$ cat src/rtl/hcq_pkg.sv
package hcq_pkg;

    localparam int CMD_W = 8;
    localparam logic [6:0] OP_CHIP_RESET = 7'h02;

    typedef enum logic [1:0] {
        ROLE_DISC = 2'd0,
        ROLE_INIT = 2'd1,
        ROLE_TARG = 2'd2,
        ROLE_NONE = 2'd3
    } role_e;

    typedef enum logic [1:0] {
        CLS_MISC = 2'd0,
        CLS_DISC = 2'd1,
        CLS_TARG = 2'd2,
        CLS_INIT = 2'd3
    } cls_e;

    typedef struct packed {
        logic [CMD_W-1:0] code;
        logic             dma;
        cls_e             cls;
    } entry_t;

    function automatic logic is_chip_reset(input logic [CMD_W-1:0] b);
        return b[6:0] == OP_CHIP_RESET;
    endfunction

endpackage

$ cat src/rtl/hcq_decode.sv
module hcq_decode
    import hcq_pkg::*;
(
    input  logic [CMD_W-1:0] byte_in,
    input  logic [1:0]       role,
    output entry_t           ent,
    output logic             legal,
    output logic             chip_reset
);

    always_comb begin
        ent.code = byte_in;
        ent.dma  = byte_in[7];
        ent.cls  = CLS_MISC;
        legal    = 1'b0;
        unique case (byte_in[6:4])
            3'b000: begin
                ent.cls = CLS_MISC;
                legal   = 1'b1;
            end
            3'b100: begin
                ent.cls = CLS_DISC;
                legal   = (role == ROLE_DISC);
            end
            3'b010: begin
                ent.cls = CLS_TARG;
                legal   = (role == ROLE_TARG);
            end
            3'b001: begin
                ent.cls = CLS_INIT;
                legal   = (role == ROLE_INIT);
            end
            default: begin
                ent.cls = CLS_MISC;
                legal   = 1'b0;
            end
        endcase
        chip_reset = is_chip_reset(byte_in);
    end

endmodule

$ cat src/rtl/hcq_store.sv
module hcq_store
    import hcq_pkg::*;
#(
    parameter int DEPTH = 2
) (
    input  logic                        clk,
    input  logic                        rst,
    input  logic                        flush,
    input  logic                        push,
    input  entry_t                      push_ent,
    input  logic                        pop,
    output entry_t                      head,
    output logic [$clog2(DEPTH+1)-1:0]  fill,
    output logic                        can_push
);

    localparam int CNT_W = $clog2(DEPTH + 1);

    entry_t             q     [DEPTH];
    entry_t             q_nxt [DEPTH];
    logic [CNT_W-1:0]   cnt_q;
    logic               pop_eff;
    logic [CNT_W-1:0]   cnt_after;

    assign pop_eff   = pop && (cnt_q != '0);
    assign cnt_after = cnt_q - CNT_W'(pop_eff);
    assign can_push  = cnt_after < CNT_W'(DEPTH);

    for (genvar gi = 0; gi < DEPTH; gi++) begin : g_slot
        entry_t shifted;
        if (gi == DEPTH - 1) begin : g_last
            assign shifted = pop_eff ? entry_t'('0) : q[gi];
        end else begin : g_mid
            assign shifted = pop_eff ? q[gi+1] : q[gi];
        end

        always_comb begin
            if (push && cnt_after == CNT_W'(gi))
                q_nxt[gi] = push_ent;
            else
                q_nxt[gi] = shifted;
        end

        always_ff @(posedge clk) begin
            if (rst || flush)
                q[gi] <= '0;
            else
                q[gi] <= q_nxt[gi];
        end
    end

    always_ff @(posedge clk) begin
        if (rst || flush)
            cnt_q <= '0;
        else
            cnt_q <= cnt_after + CNT_W'(push);
    end

    assign head = q[0];
    assign fill = cnt_q;

endmodule

$ cat src/rtl/hcmd_queue.sv
module hcmd_queue
    import hcq_pkg::*;
#(
    parameter int DEPTH = 2
) (
    input  logic              clk,
    input  logic              rst,
    input  logic              wr_en,
    input  logic [7:0]        wr_data,
    input  logic [1:0]        role,
    input  logic              pop,
    output logic [7:0]        head_cmd,
    output logic              head_dma,
    output logic [1:0]        head_class,
    output logic              head_valid,
    output logic              illegal_pulse
);

    localparam int CNT_W = $clog2(DEPTH + 1);

    entry_t           dec_ent;
    entry_t           head;
    logic             dec_legal;
    logic             dec_reset;
    logic             can_push;
    logic [CNT_W-1:0] fill;
    logic             do_flush;
    logic             do_push;
    logic             refuse;
    logic             illegal_q;

    hcq_decode u_dec (
        .byte_in    (wr_data),
        .role       (role),
        .ent        (dec_ent),
        .legal      (dec_legal),
        .chip_reset (dec_reset)
    );

    assign do_flush = wr_en && dec_reset;
    assign do_push  = wr_en && !dec_reset && dec_legal && can_push;
    assign refuse   = wr_en && !dec_reset && (!dec_legal || !can_push);

    hcq_store #(.DEPTH(DEPTH)) u_store (
        .clk      (clk),
        .rst      (rst),
        .flush    (do_flush),
        .push     (do_push),
        .push_ent (dec_ent),
        .pop      (pop),
        .head     (head),
        .fill     (fill),
        .can_push (can_push)
    );

    always_ff @(posedge clk) begin
        if (rst)
            illegal_q <= 1'b0;
        else
            illegal_q <= refuse;
    end

    assign head_cmd      = head.code;
    assign head_dma      = head.dma;
    assign head_class    = head.cls;
    assign head_valid    = fill != '0;
    assign illegal_pulse = illegal_q;

endmodule

$ cat config.mk
export PLATFORM = sky130hd
export DESIGN_NAME = hcmd_queue
export DESIGN_NICKNAME = d
export VERILOG_FILES = /design/src/rtl/hcq_pkg.sv /design/src/rtl/hcq_decode.sv /design/src/rtl/hcq_store.sv /design/src/rtl/hcmd_queue.sv
export SDC_FILE = /design/constraint.sdc
export NUM_CORES = 1
export LEC_CHECK = 0
export BUFFER_PORTS_ARGS = -buffer_cell sky130_fd_sc_hd__buf_2
export CAP_MARGIN = 0
export CORE_AREA = 2 2 50 52
export DETAILED_ROUTE_END_ITERATION = 10
export DIE_AREA = 0 0 52 54
export GPL_ROUTABILITY_DRIVEN = 0
export PLACE_DENSITY_LB_ADDON = 0.2
export SYNTH_ARGS = -nofsm -noshare
export SYNTH_HDL_FRONTEND = slang
export SYNTH_SLANG_ARGS = --single-unit
$ cat constraint.sdc
create_clock -name clk -period 6.4 [get_ports clk]
set_clock_uncertainty 0.15 [all_clocks]
set_input_delay 0.32 -clock clk [delete_from_list [all_inputs] [get_ports clk]]
set_output_delay 0.32 -clock clk [all_outputs]
set_load 0.02 [all_outputs]
After elaboration in Yosys (flattened, before gate mapping)
Memories as Yosys holds them, arrays and structs flattened.
Index checks and enable logic that the tools add are counted.
{"block": "op_classes", "n_addsub": 2, "bitwise_logic": 2, "n_lt_le_gt_ge": 1, "eq_ne": 7, "n_reduce_logical": 17, "mux": 11}
{"cell": "$mux 11", "count": 6}
{"cell": "$logic_and 1x1->1", "count": 8}
{"cell": "$eq 7x2->1 const B", "count": 1}
{"cell": "$pmux 2 s3", "count": 1}
{"cell": "$eq 2x1->1 const B", "count": 2}
{"cell": "$logic_not 2->1", "count": 2}
{"cell": "$pmux 1 s4", "count": 1}
{"cell": "$eq 3x1->1 const B", "count": 1}
{"cell": "$eq 3x2->1 const B", "count": 1}
{"cell": "$eq 3x3->1 const B", "count": 1}
{"cell": "$logic_not 1->1", "count": 3}
{"cell": "$logic_not 3->1", "count": 1}
{"cell": "$mux 1", "count": 3}
{"cell": "$add 2x1->2", "count": 1}
{"cell": "$eq 2x2->1 const B", "count": 1}
{"cell": "$logic_or 1x1->1", "count": 2}
{"cell": "$lt 2x2->1 const B", "count": 1}
{"cell": "$or 1x1->1", "count": 2}
{"cell": "$reduce_bool 2->1", "count": 1}
{"cell": "$sub 2x1->2", "count": 1}
{"block": "totals", "mem_count": 1, "output_inout_bits": 13, "elab_cells": 43, "in_bits": 14, "reg_bits": 3, "ram_bits": 22}
{"memory": "u_store.q", "words": 2, "width": 11, "rd": 2, "rd_clocked_by_memory_dff": 0, "write_ports": 2, "line_no": "hcq_store.sv:19", "source": "entry_t q [DEPTH];"}

Depth between registers and ports, before layout
{"block": "depth", "depth_word": 8, "mapped_depth": 10, "ltp_nobuf": 7}

Cells and area by module
Synthesis repeated with hierarchy kept, for this count alone.
{"block": "unflattened", "hier_cells": 157, "hier_area_um2": 1357.6}
{"module": "hcq_store", "cells_each": 130, "instances": 1, "area_each_um2": 1137.3, "seq_area_each_um2": 480.5}
{"module": "hcq_decode", "cells_each": 20, "instances": 1, "area_each_um2": 150.1, "seq_area_each_um2": 0.0}
{"module": "hcmd_queue", "cells_each": 7, "instances": 1, "area_each_um2": 70.1, "seq_area_each_um2": 20.0}

Least setup slack after synthesis
Ideal clock, no wire load.
{"block": "synth_timing", "path_type": "reg-to-reg", "from": "register u_store.cnt_q[0] (netlist: u_store.fill[0])", "to": "memory u_store.q[0][8] (netlist name)", "required_time_ns": 6.132, "setup_ns": 0.118, "synth_period_minus_slack_ns": 2.661, "t_arrival_ns": 2.392, "path_stages_with_launch": 10, "n_path_buf": 2, "path_slack_ns": 3.739, "path_cell_list": "dfxtp_1 o21ai_0 buf_2 clkbuf_1 inv_1 ha_1 xor2_1 o21bai_1 or4b_4 mux2i_1"}
{"item": "start: declaration", "line_no": "hcq_store.sv:21", "source": "logic [CNT_W-1:0] cnt_q;"}
{"item": "start signal: assignment", "line_no": "hcq_store.sv:56", "source": "cnt_q <= cnt_after + CNT_W'(push);"}
{"item": "end: declaration", "line_no": "hcq_store.sv:19"}

==> reports/qor.txt <==
R2R depth = 8
Worst Hold Launch = rst
yosys warns = 0
root buffer cell = clkbuf_4
number of CTS-inserted buffers = 3
vias in the first global route = 867
largest net degree at the start of global routing = 32
Setup CP Type = reg2reg
Gate Count Post-Synth = 126
final antenna diode count = 0
hold path endpoint = u_store.fill[0]
period utilisation layout = 0.457
hold_ws = 0.0480 ns
vias = 931
slowest stage delay, CP = 1.01 ns
Synth top area share = 0.388
layout cells sized above 1 = 0.351
average size of a mapped cell = 9.42 µm²
M1 wire length = 1.09 mm
Remaining DRCs = 0
commonest non-fill, non-tap cells in the layout = buf_2 (26), dfxtp_1 (23), nand2_1 (20), mux2i_1 (20)
critical path's slowest cell = nor4b_2
Via density = 5.23
post-route minimum period = 2.92 ns
Netlist cell types = 27
Hold/Removal Path Class = in2reg
Max clock buf depth = 2
R2R Setup Slk = 3.48 ns
row count = 18
Synth-to-Final Area Change = 14.5%
core box area = 2320 µm²
Setup Buffers After CTS = 0
placed insts = 174
utilization after layout = 0.586
cells along the critical path = o21ai_1 -> buf_4 -> inv_1 -> ha_1 -> xor2_1 -> o21bai_1 -> nor4b_2 -> mux2i_1
Slew @ Worst Pin = 1.15 ns
#FFs+latches synth = 23
setup TNS = 0 ns
met3 WL = 92 µm
PostCTS Resize Cnt = 0
Startpoint Class = flop
grt ovf = 0
depth of the CTS H-tree = 1
# hold bufs at CTS = 0
outcome = complete, no violations
syn_nets = 141
number of nets in the layout = 164
total global-route track usage = 0.178
largest area contributor in the netlist = dfxtp_1
CP arrival = 3.01 ns
synth top area cells = dfxtp_1 (39%), mux2i_1 (17%), mux2_2 (9.5%), nand2_1 (6.3%), nand3_1 (4.2%)
Final Hold Viols = 0
Required @ worst endpoint = 6.49 ns
Skew-Pair Late Insertion Delay = 0.30 ns
sequential fraction of the synthesis area = 0.388
Rel. slew slack = 0.232
Final Slew Violations = 0
Crit. End Element = flop
Max Fclk = 342 MHz
Pleak = 0.573 nW
initial drt markers = 13
final setup vio count = 0
P per Cell Area = 262 nW/µm²
first-pass GRT wire length = 3.76 mm
DPL Wire Length = 1.67 mm
# port buffers = 26
Final ANT Viol Nets = 0
VDD IR max = 0.134 mV
commonest non-fill, non-tap cell in the layout = buf_2
routed length per instance = 12.8 µm
CP delay by family, top = simple AND/OR/NAND/NOR gates
DRT Pass-1 Iters = 4
Buf+Inv Stages, Crit Path = 2
Worst Hold Depth = 2
Top Layer Used = met4
final WL = 2.27 mm
antenna violations before repair = 0
TritonCTS clock tree = yes
RR Endpoint = u_store.q[0][1]
Die X = 52 µm
CP max FO = 21
IO Pins = 27
clock sinks = 23
die height = 54 µm
WL met2 = 1.08 mm
die area = 2810 µm²
Mapped Area = 1190 µm²
Max-cap violations = 0
RSZ-0062 raised after global routing = no
Starting Density = 0.512
worst reg2reg startpoint = u_store.fill[1]
CTS clk-pin slew, worst paths = 0.12 ns
Layout Cells excl Fill = 178
sequential cells by signal, summed over array words and instances, names as in the netlist:
signal and cells:
illegal_pulse 1, u_store.fill 2, u_store.q 20
synth_stat cells:
| cell type | number |
|---|---|
| a211oi_1 | 1 |
| a21bo_2 | 1 |
| a21oi_1 | 2 |
| a31oi_1 | 2 |
| buf_2 | 4 |
| buf_4 | 3 |
| clkbuf_1 | 4 |
| dfxtp_1 | 23 |
| ha_1 | 1 |
| inv_1 | 2 |
| mux2_2 | 10 |
| mux2i_1 | 20 |
| nand2_1 | 20 |
| nand3_1 | 10 |
| nor2_1 | 5 |
| nor3_1 | 2 |
| nor4_2 | 1 |
| nor4b_1 | 2 |
| nor4b_2 | 2 |
| o21a_1 | 1 |
| o21ai_0 | 2 |
| o21ai_1 | 1 |
| o21bai_1 | 1 |
| or2_2 | 2 |
| or4b_4 | 1 |
| xnor2_1 | 2 |
| xor2_1 | 1 |
layer usage:
layer  GRT usage  up-vias
met5           0        -
met4      0.0351        0
met3      0.0417        2
met2       0.319       19
met1       0.218      428
li1            -      482
cell type report:
class | count | area (µm²)
well taps | 30 | 37.5
multi-input cells | 90 | 674
fillers | 219 | 960
inverters | 2 | 7.51
clock inverters | 1 | 5.00
clock buffers | 3 | 22.5
flip-flops and latches | 23 | 460
repair buffers | 29 | 153
worst max-delay path by stage:
stage	to	from	cells after the start
finish	u_store.q[0][1]	u_store.fill[1]	8
global route	u_store.q[0][6]	u_store.fill[1]	8
CTS	u_store.q[0][1]	u_store.fill[1]	8
detailed placement	u_store.q[0][3]	pop	9
global placement	u_store.q[0][1]	pop	9
floorplan	u_store.q[0][8]	u_store.fill[0]	9
worst register-to-register path: cells and delay by family (launching register included):
family | cells | cell delay [ns]
and+or+nand+nor | 1 | 1.01
AOI/OAI and AO/OA | 2 | 0.38
DFF | 1 | 0.36
buffers and inverters | 2 | 0.35
muxes | 1 | 0.27
adders and majority gates | 1 | 0.19
xor gates and xnor gates | 1 | 0.16
through the flow:
step / area, µm² / setup slack, ns / power, mW
6_report: 1360 / 3.48 / 0.357
5_1_grt: 1360 / 3.21 / 0.380
4_1_cts: 1360 / 3.44 / 0.361
3_5_place_dp: 1330 / 3.43 / 0.295
3_3_place_gp: 1330 / 3.50 / 0.290
2_1_floorplan: 1190 / 3.74 / 0.263
power by group:
part | internal, mW | switching, mW
combinational | 0.0563 | 0.0732
sequential | 0.155 | 0.00682
clock | 0.0233 | 0.0426
total | 0.234 | 0.123
kinds of logic (layout without fill, tap and decap cells):
kind of cell / Yosys count / count (layout) / share of synthesized area
DFF: 23 / 23 / 0.388
AOI/OAI and AO/OA: 11 / 11 / 0.0590
muxes: 30 / 30 / 0.263
buffers and inverters: 13 / 35 / 0.0548
xor gates and xnor gates: 3 / 3 / 0.0221
adders and majority gates: 1 / 1 / 0.0105
and+or+nand+nor: 45 / 45 / 0.202
Note: power is estimated with default switching activity, not from simulation.
